--- src/rtl/sfb_pkg.sv ---
package sfb_pkg;
  localparam int SEQ_W = 3;
  localparam int FC_W  = 2;

  function automatic logic pair_legal(logic [SEQ_W-1:0] seq, logic [FC_W-1:0] fc);
    case (seq)
      3'd0:    return 1'b1;
      3'd1:    return (fc == 2'd1) || (fc == 2'd3);
      3'd2:    return fc == 2'd2;
      3'd3:    return fc == 2'd3;
      default: return fc == 2'd0;
    endcase
  endfunction
endpackage

--- src/rtl/sfb_cfg_chk.sv ---
module sfb_cfg_chk
  import sfb_pkg::*;
#(
  parameter int LW = 6
) (
  input  logic             clk_i,
  input  logic             rst_ni,
  input  logic [SEQ_W-1:0] seq_len_i,
  input  logic [FC_W-1:0]  frame_cnt_i,
  input  logic             long_mode_i,
  input  logic [LW-1:0]    data_bits_i,
  output logic             cfg_err_o
);
  logic len_ok, bad, err_q;

  always_comb begin
    len_ok = (data_bits_i >= LW'(8)) &&
             (data_bits_i <= (long_mode_i ? LW'(32) : LW'(16)));
    bad    = !len_ok || !pair_legal(seq_len_i, frame_cnt_i);
  end

  always_ff @(posedge clk_i or negedge rst_ni) begin
    if (!rst_ni)  err_q <= 1'b0;
    else if (bad) err_q <= 1'b1;
  end

  assign cfg_err_o = err_q;
endmodule

--- src/rtl/sfb_fifo.sv ---
module sfb_fifo #(
  parameter int W     = 32,
  parameter int DEPTH = 4,
  localparam int AW   = (DEPTH > 1) ? $clog2(DEPTH) : 1,
  localparam int CW   = $clog2(DEPTH + 1)
) (
  input  logic          clk_i,
  input  logic          rst_ni,
  input  logic          push_i,
  input  logic          pop_i,
  input  logic [W-1:0]  din_i,
  output logic [W-1:0]  dout_o,
  output logic [CW-1:0] cnt_o
);
  logic [W-1:0]  mem_q [DEPTH];
  logic [AW-1:0] wp_q, rp_q;
  logic [CW-1:0] cnt_q;

  function automatic logic [AW-1:0] inc(logic [AW-1:0] p);
    return (p == AW'(DEPTH - 1)) ? '0 : p + AW'(1);
  endfunction

  for (genvar i = 0; i < DEPTH; i++) begin : g_slot
    always_ff @(posedge clk_i or negedge rst_ni) begin
      if (!rst_ni)                          mem_q[i] <= '0;
      else if (push_i && wp_q == AW'(i))    mem_q[i] <= din_i;
    end
  end

  always_ff @(posedge clk_i or negedge rst_ni) begin
    if (!rst_ni) begin
      wp_q  <= '0;
      rp_q  <= '0;
      cnt_q <= '0;
    end else begin
      if (push_i) wp_q <= inc(wp_q);
      if (pop_i)  rp_q <= inc(rp_q);
      if (push_i && !pop_i)      cnt_q <= cnt_q + CW'(1);
      else if (pop_i && !push_i) cnt_q <= cnt_q - CW'(1);
    end
  end

  assign dout_o = mem_q[rp_q];
  assign cnt_o  = cnt_q;
endmodule

--- src/rtl/spi_frame_buf.sv ---
module spi_frame_buf
  import sfb_pkg::*;
#(
  parameter int DW    = 32,
  parameter int WW    = 16,
  parameter int DEPTH = 4,
  parameter int LW    = 6
) (
  input  logic             clk_i,
  input  logic             rst_ni,
  input  logic [SEQ_W-1:0] seq_len_i,
  input  logic [FC_W-1:0]  frame_cnt_i,
  input  logic             long_mode_i,
  input  logic [LW-1:0]    data_bits_i,
  input  logic             rd_sel_tx_i,
  input  logic             wr_en_i,
  input  logic [DW-1:0]    wdata_i,
  input  logic             rd_en_i,
  output logic [DW-1:0]    rdata_o,
  input  logic             frame_done_i,
  input  logic [DW-1:0]    rx_data_i,
  output logic [DW-1:0]    tx_data_o,
  output logic             tx_ready_o,
  output logic             tx_empty_o,
  output logic             rx_full_o,
  output logic             ovr_err_o,
  output logic             cfg_err_o
);
  localparam int CW = $clog2(DEPTH + 1);

  logic [CW-1:0] thr, tx_cnt, rx_cnt, rx_cnt_nx;
  logic [DW-1:0] tx_head, rx_head, wr_word, last_q;
  logic          wr_ok, xfer, rx_push, rx_pop, cfg_err;
  logic          ovr_q, rx_full_q;

  function automatic logic [DW-1:0] fit(logic [DW-1:0] x, logic lng);
    return lng ? x : DW'(x[WW-1:0]);
  endfunction

  always_comb begin
    thr        = CW'(frame_cnt_i) + CW'(1);
    wr_word    = fit(wdata_i, long_mode_i);
    wr_ok      = wr_en_i && (tx_cnt < thr);
    tx_ready_o = (tx_cnt != '0) && !rx_full_q && !cfg_err;
    xfer       = frame_done_i && tx_ready_o;
    rx_push    = xfer && (rx_cnt < CW'(DEPTH));
    rx_pop     = rd_en_i && !rd_sel_tx_i && (rx_cnt != '0);
    rx_cnt_nx  = rx_cnt + CW'(rx_push) - CW'(rx_pop);
  end

  sfb_fifo #(.W(DW), .DEPTH(DEPTH)) u_tx_q (
    .clk_i, .rst_ni,
    .push_i(wr_ok), .pop_i(xfer), .din_i(wr_word),
    .dout_o(tx_head), .cnt_o(tx_cnt)
  );

  sfb_fifo #(.W(DW), .DEPTH(DEPTH)) u_rx_q (
    .clk_i, .rst_ni,
    .push_i(rx_push), .pop_i(rx_pop), .din_i(rx_data_i),
    .dout_o(rx_head), .cnt_o(rx_cnt)
  );

  sfb_cfg_chk #(.LW(LW)) u_cfg (
    .clk_i, .rst_ni,
    .seq_len_i, .frame_cnt_i, .long_mode_i, .data_bits_i,
    .cfg_err_o(cfg_err)
  );

  always_ff @(posedge clk_i or negedge rst_ni) begin
    if (!rst_ni) begin
      ovr_q     <= 1'b0;
      rx_full_q <= 1'b0;
      last_q    <= '0;
    end else begin
      if (wr_en_i && !wr_ok) ovr_q <= 1'b1;
      if (wr_ok)             last_q <= wr_word;
      if (rx_cnt_nx == '0)                      rx_full_q <= 1'b0;
      else if (rx_push && (rx_cnt_nx >= thr))   rx_full_q <= 1'b1;
    end
  end

  always_comb begin
    if (rd_sel_tx_i)         rdata_o = last_q;
    else if (rx_cnt != '0)   rdata_o = fit(rx_head, long_mode_i);
    else                     rdata_o = '0;
  end

  assign tx_data_o  = tx_head;
  assign tx_empty_o = (tx_cnt == '0);
  assign rx_full_o  = rx_full_q;
  assign ovr_err_o  = ovr_q;
  assign cfg_err_o  = cfg_err;
endmodule

--- config.mk ---
export PLATFORM = sky130hd
export DESIGN_NAME = spi_frame_buf
export DESIGN_NICKNAME = d
export VERILOG_FILES = /design/src/rtl/sfb_pkg.sv /design/src/rtl/sfb_cfg_chk.sv /design/src/rtl/sfb_fifo.sv /design/src/rtl/spi_frame_buf.sv
export SDC_FILE = /design/constraint.sdc
export NUM_CORES = 1
export LEC_CHECK = 0
export BUFFER_PORTS_ARGS = -buffer_cell sky130_fd_sc_hd__buf_4
export CAP_MARGIN = 30
export CORE_ASPECT_RATIO = 1.1
export CORE_UTILIZATION = 45
export CTS_CLUSTER_DIAMETER = 40
export DETAILED_ROUTE_END_ITERATION = 10
export PLACE_DENSITY = 0.75
export SETUP_SLACK_MARGIN = 0.02
export SYNTH_ARGS = -nofsm -noshare
export SYNTH_HDL_FRONTEND = slang
export SYNTH_SLANG_ARGS = --single-unit
--- constraint.sdc ---
create_clock -name clk_i -period 3 [get_ports clk_i]
set_input_delay 0.15 -clock clk_i [delete_from_list [all_inputs] [get_ports clk_i]]
set_output_delay 0.15 -clock clk_i [all_outputs]
set_load 0.02 [all_outputs]
# Word level (Yosys, flattened, before mapping)
# Index checks and enable logic that the tools add are counted.
classes:
  addsub: 11
  n_lt_le_gt_ge: 7
  n_eq_ne: 14
  muxes: 22
  n_bitwise: 2
  n_reduce_logical: 44
ops:
  columns: ["operator", "n"]
  rows:
  - ["two-way mux 32 bit", 8]
  - ["binary-select mux 32 bit (select 2 bit)", 2]
  - ["logical AND 1 bit", 22]
  - ["== test 2 bit (second input constant)", 8]
  - ["two-way mux 3 bit", 4]
  - ["logical NOT 1 bit", 9]
  - ["logical NOT 3 bit", 3]
  - ["adder 2 x 1 -> 2 bit (second input constant)", 4]
  - ["two-way mux 2 bit", 4]
  - ["adder 3 x 1 -> 3 bit (second input constant)", 2]
  - ["== test 2 x 1 -> 1 bit (second input constant)", 3]
  - ["== test 3 x 2 -> 1 bit (second input constant)", 2]
  - ["greater-or-equal comparator 3 bit (second input constant)", 2]
  - ["greater-or-equal comparator 6 x 4 -> 1 bit (second input constant)", 1]
  - ["less-or-equal comparator 6 bit", 1]
  - ["logical NOT 2 bit", 3]
  - ["two-way mux 6 bit", 1]
  - ["NOT 2 -> 3 bit", 2]
  - ["nonzero test 2 bit", 3]
  - ["nonzero test 3 bit", 2]
  - ["subtractor 3 x 1 -> 3 bit (second input constant)", 2]
  - ["one-hot mux 1 bit (4 select lines)", 1]
  - ["adder 2 x 1 -> 3 bit (second input constant)", 1]
  - ["adder 3 x 1 -> 3 bit", 1]
  - ["other kinds (7)", 9]
totals:
  register_bits: 305
  in_bits: 82
  out_inout_bits: 69
  elab_cells: 118

# Longest topological paths before layout
# Gate-level depths: netlist (run 1).
depth:
  ltp_word: 11
  mapped_depth: 15
  depth_no_buf: 15

# Hierarchy
# From an unflattened synthesis (run 1), not the netlist that was laid out.
hier_totals:
  cells_unflattened: 867
  hier_area_um2: 13882.1
modules_own_cells:
  columns: ["module", "instances", "cells_each", "area_per_inst_um2", "seq_area_each_um2"]
  rows:
  - ["sfb_fifo at u_rx_q", 1, 343, 5890.6, 3378.2]
  - ["sfb_fifo at u_tx_q", 1, 343, 5880.6, 3378.2]
  - ["spi_frame_buf", 1, 166, 1980.6, 850.8]
  - ["sfb_cfg_chk", 1, 15, 130.1, 25.0]

# Worst setup path before layout (run 1)
# No wires, ideal clock.
synth_path:
  path_type: "register to register"
  startpoint: "register u_rx_q.cnt_q[1], in the netlist u_rx_q.cnt_o[1]"
  endpoint: "register rx_full_q, in the netlist rx_full_o"
  setup_ps: 126
  t_arrival_ps: 2680
  t_required_ps: 2874
  path_slack_ps: 194
  path_stages_with_launch: 16
  synth_period_minus_slack_ps: 2806
  cell_sequence: "dfrtp_1 > nor3_1 > nor2_1 > nand2_1 > inv_1 > ha_1 > inv_1 > ha_1 > inv_1 > fa_1 > xnor2_1 > xnor2_1 > ha_1 > a21oi_1 > a21boi_0 > o32a_1"
synth_via:
  word_cells_on_any_way: 11
  cone_classes: "2 x add/sub; 2 x order compare; 1 x mux; 6 x reduce/logical"
synth_lines:
  columns: ["element", "line", "text"]
  rows:
  - ["start: declaration", "sfb_fifo.sv:17", "logic [CW-1:0] cnt_q;"]
  - ["start signal: assignment", "sfb_fifo.sv:38", "if (push_i && !pop_i) cnt_q <= cnt_q + CW'(1);"]
  - ["start signal: assignment", "sfb_fifo.sv:39", "else if (pop_i && !push_i) cnt_q <= cnt_q - CW'(1);"]
  - ["nonzero test 3 bit (*)", "spi_frame_buf.sv:47", "rx_pop = rd_en_i && !rd_sel_tx_i && (rx_cnt != '0);"]
  - ["logical AND 1 bit (*)", "spi_frame_buf.sv:47", null]
  - ["net rx_pop", "spi_frame_buf.sv:33", "logic wr_ok, xfer, rx_push, rx_pop, cfg_err;"]
  - ["subtractor 3 x 1 -> 3 bit (*)", "spi_frame_buf.sv:48", "rx_cnt_nx = rx_cnt + CW'(rx_push) - CW'(rx_pop);"]
  - ["greater-or-equal comparator 3 bit", "spi_frame_buf.sv:78", "else if (rx_push && (rx_cnt_nx >= thr)) rx_full_q <= 1'b1;"]
  - ["logical AND 1 bit", "spi_frame_buf.sv:78", null]
  - ["nonzero test 2 bit (no line)", null, null]
  - ["end signal: assignment", "spi_frame_buf.sv:72", "rx_full_q <= 1'b0;"]
  - ["end signal: assignment", "spi_frame_buf.sv:77", "if (rx_cnt_nx == '0) rx_full_q <= 1'b0;"]
  - ["end signal: assignment", "spi_frame_buf.sv:78", null]
  - ["end: declaration", "spi_frame_buf.sv:34", "logic ovr_q, rx_full_q;"]
# The timed path passes the listed nets; every way through them passes the cells marked *.
# A chain may end at the register's enable or synchronous reset.

# Worst setup path after layout (run 1)
layout_path:
  startpoint: "register u_rx_q.cnt_q[2], in the netlist u_rx_q.cnt_o[2]"
  endpoint: "register rx_full_q, in the netlist rx_full_o"
# Same word-level chain as after synthesis.

==> flow_metrics.py, run 1 <==
metrics = {
    "run_status": {
        "status": "finished clean",
    },
    "worst_setup_path": {
        "path_cells": "nor3_2 -> nor2_2 -> nand2_1 -> inv_1 -> ha_1 -> inv_1 -> ha_1 -> inv_1 -> fa_1 -> xnor2_1 -> xnor2_1 -> ha_1 -> a21oi_1 -> a21boi_0 -> o32a_1",
        "required_ns": 3.38,
        "arrival_ns": 3.22,
        "max_stage_delay_ns": 0.42,
        "reg2reg_depth": 15,
        "reg2reg_from": "u_rx_q.cnt_o[2]",
        "worst_setup_path_start_kind": "register",
        "reg2reg_to": "rx_full_o",
        "rrSetupSlack_ns": 0.17,
        "slowest_stage": "dfrtp_2",
        "setup.worst_path.start": "u_rx_q.cnt_o[2]",
        "crit_type": "reg -> reg",
        "worstPathMaxFanout": 3,
        "endpoint_kind": "register",
    },
    "sta": {
        "slew_viol_final": 0,
        "max_freq_ghz": 0.353,
        "finalWorstPathRequiredPeriod_ns": 2.83,
        "finalCritPeriodShare": 0.944,
        "setup_viol": 0,
        "skew_ns": 0.0111,
        "finalHoldViolCount": 0,
        "tightest_slew_ns": 0.810,
        "max_slew_margin": 0.460,
    },
    "global_route": {
        "grt_pass1_vias": 8665,
        "grt_max_degree": 102,
        "overflow": 0,
        "grt_pass1_wl_um": 47800,
        "antenna_found_initial": 0,
        "grt_util_all_layers": 0.197,
    },
    "yosys": {
        "synthDistinctLibCells": 30,
        "synth_nets": 979,
        "avgSynthCellArea_um2": 15.9,
        "synthTopCellsByCount": "dfrtp_1, mux2_2, mux4_2",
        "syn_area_um2": 13800,
        "synth_area_leaders": "dfrtp_1, mux2_2, mux4_2",
        "synth_edf_count": 0,
        "synth_seq_cells": 305,
        "synth_async_sr_flop_share": 1.00,
        "synth_cells": 869,
        "synth_top_area_frac": 0.553,
        "synth.most_common_cell": "dfrtp_1",
        "synth_area_leader_cell": "dfrtp_1",
        "ys_seq_area_frac": 0.553,
        "synth_top_flop_cell": "dfrtp_1",
        "ys_warn_count": 0,
    },
    "detailed_routing": {
        "drt_iter0_markers": 427,
        "wirelength_um": 30100,
        "wire_per_inst_um": 19.8,
        "routed_via_density": 5.34,
        "num_vias": 8115,
        "first_pass_iters": 4,
        "antenna_left": 0,
        "drcViolationCount": 0,
    },
    "pwr": {
        "irDropWorstVdd_uv": 497,
        "p_sw_frac": 0.292,
        "clkPwrFrac": 0.309,
        "internal_power_mw": 10.4,
        "seq_power_share": 0.396,
        "power_density_nw_per_um2": 849,
        "power_frac_comb": 0.295,
        "p_leak_nw": 8.19,
        "switchingPower_mw": 4.29,
    },
    "cts": {
        "clk_pin_slew_ns": 0.06,
        "htreeDepth": 2,
        "clk-insertion-delay-late_ns": 0.51,
        "clockBufferDepth": 3,
        "cts-root-buf": "clkbuf_16",
        "cts_tree": "yes",
        "cts_sinks": 305,
        "cts-buffers-inserted": 38,
    },
    "min_path": {
        "hold_end": "ovr_err_o",
        "min_path_cells": 4,
        "hp-class": "in -> reg",
        "min-delay-start": "frame_cnt_i[0]",
    },
    "floorplanning": {
        "core_um2": 29900,
        "io_pins": 151,
        "die_x_um": 169,
        "start_util": 0.462,
        "rows": 66,
        "dieArea_um2": 31400,
        "die_h_um": 186,
    },
    "flow_run": {
        "cap_viol_max_count": 0,
    },
    "placed_design": {
        "dp_hpwl_um": 19600,
        "dp.cells": 1400,
        "place_congestion": 0.823,
        "numPortBuffers": 150,
    },
    "finish": {
        "fillCellCount": 2339,
        "regArea_um2": 7640,
        "nets": 1196,
        "final_core_util": 0.580,
        "drive_above_1_share": 0.544,
        "multi_input_area_um2": 5880,
        "stdcell_count": 1521,
        "diodes": 0,
        "area_delta_synth_final_pct": 25.6,
    },
}
## power groups by stage
stage	Combinational (mW)	Clock, mW	Sequential [mW]
after floorplan	3.02	0	5.63
after detailed placement	4.30	0	5.87
final	4.35	4.55	5.82
after global placement	4.20	0	5.82
after global routing	4.68	4.84	5.95
after CTS	4.38	4.64	5.81
## repair_timing
item	4_1_cts	5_1_grt
gates resized for setup	0	2
hold buffers	52	0
setup endpoints to repair	0	1
endpoints found under the hold margin	304	0
buffers inserted	0	2
## per-layer routing
metal | GRT usage | vias to the layer above | wire length, µm
li1 | - | 3682 | -
met1 | 0.267 | 4250 | 13400
met5 | 0 | - | 0
met3 | 0.0285 | 43 | 1000
met4 | 0.0609 | 0 | 719
met2 | 0.330 | 140 | 14900
## placed cells by master (no fill, tap or decap), types with 3 or more instances in the layout
| cell type | n |
|---|---|
| a22o_1 | 16 |
| ha_1 | 25 |
| bufinv_16 | 4 |
| buf_4 | 170 |
| mux2_2 | 295 |
| clkbuf_16 | 39 |
| clkbuf_1 | 6 |
| nor2_1 | 7 |
| xnor2_1 | 4 |
| fa_1 | 3 |
| dfrtp_1 | 302 |
| inv_6 | 4 |
| inv_1 | 18 |
| o21ai_0 | 4 |
| mux4_2 | 64 |
| clkbuf_8 | 3 |
| xor2_1 | 4 |
| dlygate4sd3_1 | 52 |
| dfrtp_2 | 3 |
| buf_12 | 8 |
| a32o_1 | 16 |
| and2_1 | 16 |
| nand2b_1 | 3 |
| nor3_1 | 4 |
| clkinvlp_4 | 6 |
| nand2_1 | 14 |
| clkinv_2 | 3 |
## how the worst max path moves through the flow
stage	endpoint	slack, ns	cells past startpoint
after global routing	rx_full_o	-0.01	15
final	rx_full_o	0.17	15
after global placement	rx_full_o	0.22	15
after floorplan	rx_full_o	0.19	15
after CTS	rx_full_o	0.17	15
after detailed placement	rx_full_o	0.17	15
## worst max-delay path, delay by kind of cell, from the launching register on
kind / cells / cell delay [ns]
and+or+nand+nor: 3 / 0.35
AOI/OAI and AO/OA: 3 / 0.37
DFF: 1 / 0.42
adders and majority gates: 4 / 1.04
xor gates and xnor gates: 2 / 0.37
buffers and inverters: 3 / 0.15
## flip-flops by register name, summed over array words and instances, names as in the netlist
name,flops
rx_full_o,1
u_tx_q.rp_q,2
u_rx_q.mem_q,128
u_rx_q.cnt_o,3
u_tx_q.wp_q,2
u_rx_q.wp_q,2
ovr_err_o,1
last_q,32
u_cfg.cfg_err_o,1
u_tx_q.cnt_o,3
u_rx_q.rp_q,2
u_tx_q.mem_q,128
## stage by stage
step                      power, mW  hold slack, ns  setup WS [ns]  TNS [ns]  area, µm²
after CTS                      14.8          0.0501          0.173         0      17300
after global routing           15.5          0.0897        -0.0104   -0.0104      17300
after floorplan                8.65          -0.146          0.194         0      13800
after detailed placement       10.2           0.256          0.172         0      15500
final                          14.7          0.0618          0.169         0      17300
after global placement         10.0           0.249          0.217         0      15500
## area by class of cell
cell class,count,area share
Tap cell,408,0.0294
Multi-Input combinational cell,492,0.339
Timing Repair Buffer,231,0.114
Sequential cell,305,0.440
Clock inverter,19,0.0134
Inverter,18,0.00390
Clock buffer,48,0.0600
## cell families (layout without fill, tap and decap cells)
| logic type | after synthesis | count (layout) | synth area share |
|---|---|---|---|
| multiplexers | 359 | 359 | 0.345 |
| flip-flops | 305 | 305 | 0.553 |
| buffers and inverters | 72 | 316 | 0.0218 |
| AND/OR/NAND/NOR | 53 | 53 | 0.0205 |
| AO/OA/AOI/OAI | 44 | 44 | 0.0275 |
| adder cells (fa/ha/maj) | 28 | 28 | 0.0270 |
| XOR/XNOR | 8 | 8 | 0.00508 |
No activity file was read; power rests on OpenSTA's default activity.
==> run 2, diff against run 1 <==
--- a/config.mk
+++ b/config.mk
@@ -8,6 +8,7 @@
 export BUFFER_PORTS_ARGS = -buffer_cell sky130_fd_sc_hd__buf_4
 export CAP_MARGIN = 30
 export CORE_ASPECT_RATIO = 1.1
+export CORE_MARGIN = 8
 export CORE_UTILIZATION = 45
 export CTS_CLUSTER_DIAMETER = 40
 export DETAILED_ROUTE_END_ITERATION = 10
==> run 2 against run 1 <==
Net effect: utilization is 0.67 points lower; power is 0.28% higher; largest cell class unchanged; critical endpoint unchanged; final cell count is 0.79% higher; critical path type unchanged; register-to-register slack hardly changed; via count is 0.73% higher.
==> flow_metrics.py, run 2 (synthesis gave the netlist of run 1 again) <==
metrics = {
    "finish": {
        "drive_above_1_share": 0.554,
        "nets": 1200,
        "area_delta_synth_final_pct": 26.0,
        "final_common_cell": "dfrtp_1",
        "layout_common_cells": "dfrtp_1, mux2_2, buf_4",
        "stdcell_count": 1533,
        "reg.largest.list": "u_rx_q.mem_q: 128 flops, u_tx_q.mem_q: 128 flops, last_q: 32 flops",
    },
    "flow_run": {
        "cap_viol_max_count": 0,
    },
    "sta": {
        "tns_ns": 0,
        "finalWorstSetupSlack_ns": 0.175,
        "finalHoldViolCount": 0,
        "setup_viol": 0,
        "tightest_slew_ns": 0.773,
        "finalCritPeriodShare": 0.942,
        "rsz0062_at_grt": "no",
        "finalWorstPathRequiredPeriod_ns": 2.82,
        "whs_ns": 0.0735,
        "max_slew_margin": 0.485,
        "max_freq_ghz": 0.354,
        "slew_viol_final": 0,
        "skew_ns": 0.0167,
    },
    "worst_setup_path": {
        "reg2reg_to": "rx_full_o",
        "crit_type": "reg -> reg",
        "worst_setup_path_start_kind": "register",
        "arrival_ns": 3.20,
        "crit_buf_inv": 3,
        "worstPathMaxFanout": 4,
        "critical_path.top_delay_family": "adder cells",
        "required_ns": 3.38,
        "slowest_stage": "dfrtp_2",
        "rrSetupSlack_ns": 0.18,
        "endpoint_kind": "register",
        "path_cells": "nor3_4 -> nor2_2 -> nand2_1 -> inv_1 -> ha_1 -> inv_2 -> ha_2 -> inv_1 -> fa_2 -> xnor2_1 -> xnor2_1 -> ha_1 -> a21oi_2 -> a21boi_1 -> o32a_1",
        "reg2reg_depth": 15,
        "reg2reg_from": "u_rx_q.cnt_o[0]",
        "max_stage_delay_ns": 0.44,
    },
    "cts": {
        "cts_sinks": 305,
        "cts-buffers-inserted": 38,
        "htreeDepth": 2,
        "cts-root-buf": "clkbuf_16",
        "clk-insertion-delay-late_ns": 0.50,
        "clk_pin_slew_ns": 0.06,
        "cts_tree": "yes",
        "clockBufferDepth": 3,
    },
    "placed_design": {
        "dp_hpwl_um": 20900,
        "numPortBuffers": 150,
        "dp.cells": 1408,
        "pre_cts_slack_ns": 0.0903,
        "place_congestion": 0.820,
    },
    "pwr": {
        "irDropWorstVdd_uv": 358,
        "p_total_mw": 14.8,
        "p_leak_nw": 8.22,
        "power_density_nw_per_um2": 848,
    },
    "floorplanning": {
        "start_util": 0.455,
        "io_pins": 151,
        "die_x_um": 183,
        "die_h_um": 200,
        "dieArea_um2": 36500,
        "rows": 67,
        "core_um2": 30300,
    },
    "min_path": {
        "min_path_cells": 4,
        "hold_end": "ovr_err_o",
        "hp-class": "in -> reg",
        "min-delay-start": "frame_cnt_i[0]",
    },
    "global_route": {
        "grt_pass1_wl_um": 49600,
        "antenna_found_initial": 1,
        "overflow": 0,
        "grt_pass1_vias": 8901,
        "grt_util_all_layers": 0.171,
        "grt_max_degree": 101,
    },
    "detailed_routing": {
        "drt_iter0_markers": 345,
        "wirelength_um": 30700,
        "num_vias": 8174,
        "wire_per_inst_um": 20.0,
        "drcViolationCount": 0,
        "first_pass_iters": 5,
        "routed_via_density": 5.33,
        "antenna_left": 0,
    },
    "run_status": {
        "status": "finished clean",
    },
}
-- run 2: worst min-delay path, stage by stage --
cell      delay (ns)
buf_4           0.10
o211ai_1        0.11
nand2_1         0.08
a21o_1          0.10
-- run 2: layout make-up --
type / count / area, µm²
sequential: 305 / 7640
timing repair buffer: 235 / 2000
clock inverter: 21 / 220
clock buffer: 47 / 1060
antenna: 1 / 2.50
fill: 2412 / 13000
multi-input combinational: 492 / 5890
inverter: 18 / 67.6
tap: 414 / 518
-- run 2: metal layers --
layer	up-vias	part of all wire	wire, µm	GRT usage
met5	-	0	0	0
met4	0	0.031	966	0.0615
met3	52	0.037	1120	0.0282
met2	144	0.50	15300	0.296
met1	4291	0.43	13300	0.215
li1	3687	-	-	-
-- run 2: how the worst max path moves through the flow --
| stage | start | to | slack (ns) | cells past startpoint |
|---|---|---|---|---|
| floorplan | u_rx_q.cnt_o[1] | rx_full_o | 0.19 | 15 |
| global placement | u_rx_q.cnt_o[2] | rx_full_o | 0.21 | 15 |
| detailed placement | u_rx_q.cnt_o[2] | rx_full_o | 0.09 | 15 |
| CTS | u_rx_q.cnt_o[2] | rx_full_o | 0.04 | 15 |
| global route | u_rx_q.cnt_o[0] | rx_full_o | 0.002 | 15 |
| finish | u_rx_q.cnt_o[0] | rx_full_o | 0.18 | 15 |
-- run 2: what timing repair did --
| action | in CTS | in global routing |
|---|---|---|
| resized for setup | 0 | 9 |
| setup buffers | 0 | 4 |
| setup endpoints to repair | 0 | 1 |
| hold buffers | 52 | 0 |
| hold endpoints to repair | 300 | 0 |
-- run 2: per-stage QoR --
stage,util,area [µm²]
after floorplan,-,13800
after global placement,0.512,15500
after detailed placement,0.512,15500
after CTS,0.571,17300
after global routing,0.573,17400
final,0.573,17400
-- run 2: report_power, final --
part	internal [mW]	switching (mW)	leakage, nW	total [mW]
Clock	2.79	1.76	0.622	4.55
Combinational	2.44	1.93	3.62	4.37
Sequential	5.20	0.634	3.98	5.83
Total	10.4	4.33	8.22	14.8
==> run 3, diff against run 2 <==
--- a/config.mk
+++ b/config.mk
@@ -9,10 +9,10 @@
 export CAP_MARGIN = 30
 export CORE_ASPECT_RATIO = 1.1
 export CORE_MARGIN = 8
-export CORE_UTILIZATION = 45
+export CORE_UTILIZATION = 25
 export CTS_CLUSTER_DIAMETER = 40
 export DETAILED_ROUTE_END_ITERATION = 10
-export PLACE_DENSITY = 0.75
+export PLACE_DENSITY = 0.51
 export SETUP_SLACK_MARGIN = 0.02
 export SYNTH_ARGS = -nofsm -noshare
 export SYNTH_HDL_FRONTEND = slang
==> run 3 against run 2 <==
Net effect: die area up 72%; clock skew fell by 0.0090 ns; sequential share of layout area is 1.5 points lower; count of clock-buffer cells in the layout increased by 6; critical path type unchanged; critical endpoint unchanged; largest cell class unchanged; highest routed layer unchanged.
==> flow_metrics.py, run 3 (synthesis gave the netlist of run 1 again) <==
metrics = {
    "pwr": {
        "p_total_mw": 15.4,
        "power_density_nw_per_um2": 854,
        "irDropWorstVdd_uv": 390,
        "p_leak_nw": 8.32,
    },
    "global_route": {
        "met1_usage": 0.145,
        "overflow": 0,
        "grt_pass1_wl_um": 55600,
        "top_usage_layer": "met2",
        "grt_max_degree": 66,
        "grtUsageMet3": 0.0207,
        "antenna_found_initial": 2,
        "grt_pass1_vias": 9093,
        "met2_usage": 0.191,
        "grt_util_all_layers": 0.113,
    },
    "detailed_routing": {
        "wire_per_inst_um": 19.1,
        "drcViolationCount": 0,
        "wirelength_um": 35600,
        "first_pass_iters": 4,
        "antenna_left": 0,
        "drt_iter0_markers": 339,
        "routed_via_density": 4.40,
        "num_vias": 8215,
    },
    "finish": {
        "fillCellCount": 5467,
        "nets": 1203,
        "drive_above_1_share": 0.554,
        "final_common_cell": "dfrtp_1",
        "reg.largest.list": "u_rx_q.mem_q: 128 flops, u_tx_q.mem_q: 128 flops, last_q: 32 flops",
        "multi_input_area_um2": 5880,
        "area_delta_synth_final_pct": 30.6,
        "layout_common_cells": "dfrtp_1, mux2_2, buf_4",
        "regArea_um2": 7640,
    },
    "sta": {
        "finalWorstPathRequiredPeriod_ns": 2.76,
        "rsz0062_at_grt": "no",
        "max_slew_margin": 0.635,
        "setup_viol": 0,
        "whs_ns": 0.0811,
        "finalHoldViolCount": 0,
        "tightest_slew_ns": 0.544,
        "tns_ns": 0,
        "max_freq_ghz": 0.362,
        "skew_ns": 0.00766,
        "slew_viol_final": 0,
        "finalCritPeriodShare": 0.920,
        "finalWorstSetupSlack_ns": 0.241,
    },
    "floorplanning": {
        "core_um2": 54700,
        "die_h_um": 262,
        "die_x_um": 240,
        "rows": 90,
        "dieArea_um2": 63000,
        "io_pins": 151,
        "start_util": 0.252,
    },
    "worst_setup_path": {
        "reg2reg_to": "rx_full_o",
        "setup.worst_path.start": "u_rx_q.cnt_o[1]",
        "reg2reg_from": "u_rx_q.cnt_o[1]",
        "crit_path_end": "rx_full_o",
        "max_stage_delay_ns": 0.38,
        "reg2reg_depth": 15,
        "path_cells": "nor3_2 -> nor2_2 -> nand2_1 -> inv_1 -> ha_1 -> inv_1 -> ha_1 -> inv_1 -> fa_2 -> xnor2_1 -> xnor2_1 -> ha_1 -> a21oi_2 -> a21boi_0 -> o32a_1",
        "slowest_stage": "dfrtp_1",
        "required_ns": 3.41,
        "rrSetupSlack_ns": 0.24,
        "worst_setup_path_start_kind": "register",
        "endpoint_kind": "register",
        "worstPathMaxFanout": 2,
        "crit_type": "reg -> reg",
        "arrival_ns": 3.17,
    },
    "flow_run": {
        "cap_viol_max_count": 0,
    },
    "placed_design": {
        "numPortBuffers": 150,
        "place_congestion": 0.743,
        "dp_hpwl_um": 24500,
        "pre_cts_slack_ns": 0.155,
    },
    "cts": {
        "clk_pin_slew_ns": 0.06,
        "cts-buffers-inserted": 45,
        "htreeDepth": 2,
        "clk-insertion-delay-late_ns": 0.53,
        "cts_sinks": 305,
        "cts-root-buf": "clkbuf_16",
        "cts_tree": "yes",
        "clockBufferDepth": 3,
    },
    "run_status": {
        "status": "finished clean",
    },
    "min_path": {
        "hp-class": "in -> reg",
    },
}
[run 3: routing by layer]
metal	vias to the layer above	part of all wire
li1	3709	-
met1	4317	0.45
met2	129	0.49
met3	60	0.039
met4	0	0.024
met5	-	0
[run 3: layout make-up]
type,instances,share of cell area
clock inverter,29,0.0151
clock buffer,53,0.0663
sequential,305,0.424
antenna,2,0.000278
multi-input combinational,492,0.326
timing repair buffer,231,0.114
tap,736,0.0511
inverter,18,0.00375
[run 3: repair_timing]
action	4_1_cts	5_1_grt
buffers inserted	0	1
resized for setup	0	4
setup endpoints to repair	0	1
hold buffers	52	0
hold endpoints to repair	270	0
[run 3: critical path: cells and delay by family (launching register included)]
kind,cells,cell delay (ns)
AOI/OAI and AO/OA,3,0.39
buffers and inverters,3,0.16
and+or+nand+nor,3,0.33
adders and majority gates,4,1.01
DFF,1,0.38
xor gates and xnor gates,2,0.37
[run 3: worst min-delay path by stage]
stage	start	to	slack [ns]	cells past startpoint
after floorplan	rst_ni	last_q[0]	-0.15	0
after CTS	frame_cnt_i[0]	ovr_err_o	0.04	4
final	frame_cnt_i[0]	ovr_err_o	0.08	4
after global placement	rst_ni	last_q[11]	0.17	1
after detailed placement	rst_ni	last_q[11]	0.16	1
after global routing	frame_done_i	u_tx_q.rp_q[1]	0.09	3
[run 3: per-stage QoR]
stage,instances,instance area [µm²],util
final,1866,18000,0.329
after global routing,1866,18000,0.329
after CTS,1863,18000,0.329
after detailed placement,1729,16000,0.293
after global placement,1729,16000,0.293
after floorplan,869,13800,-
[run 3: where the power goes]
| group | switching, mW | internal (mW) | leakage, nW |
|---|---|---|---|
| combinational | 2.01 | 2.45 | 3.64 |
| clock | 2.00 | 3.08 | 0.708 |
| sequential | 0.652 | 5.20 | 3.98 |
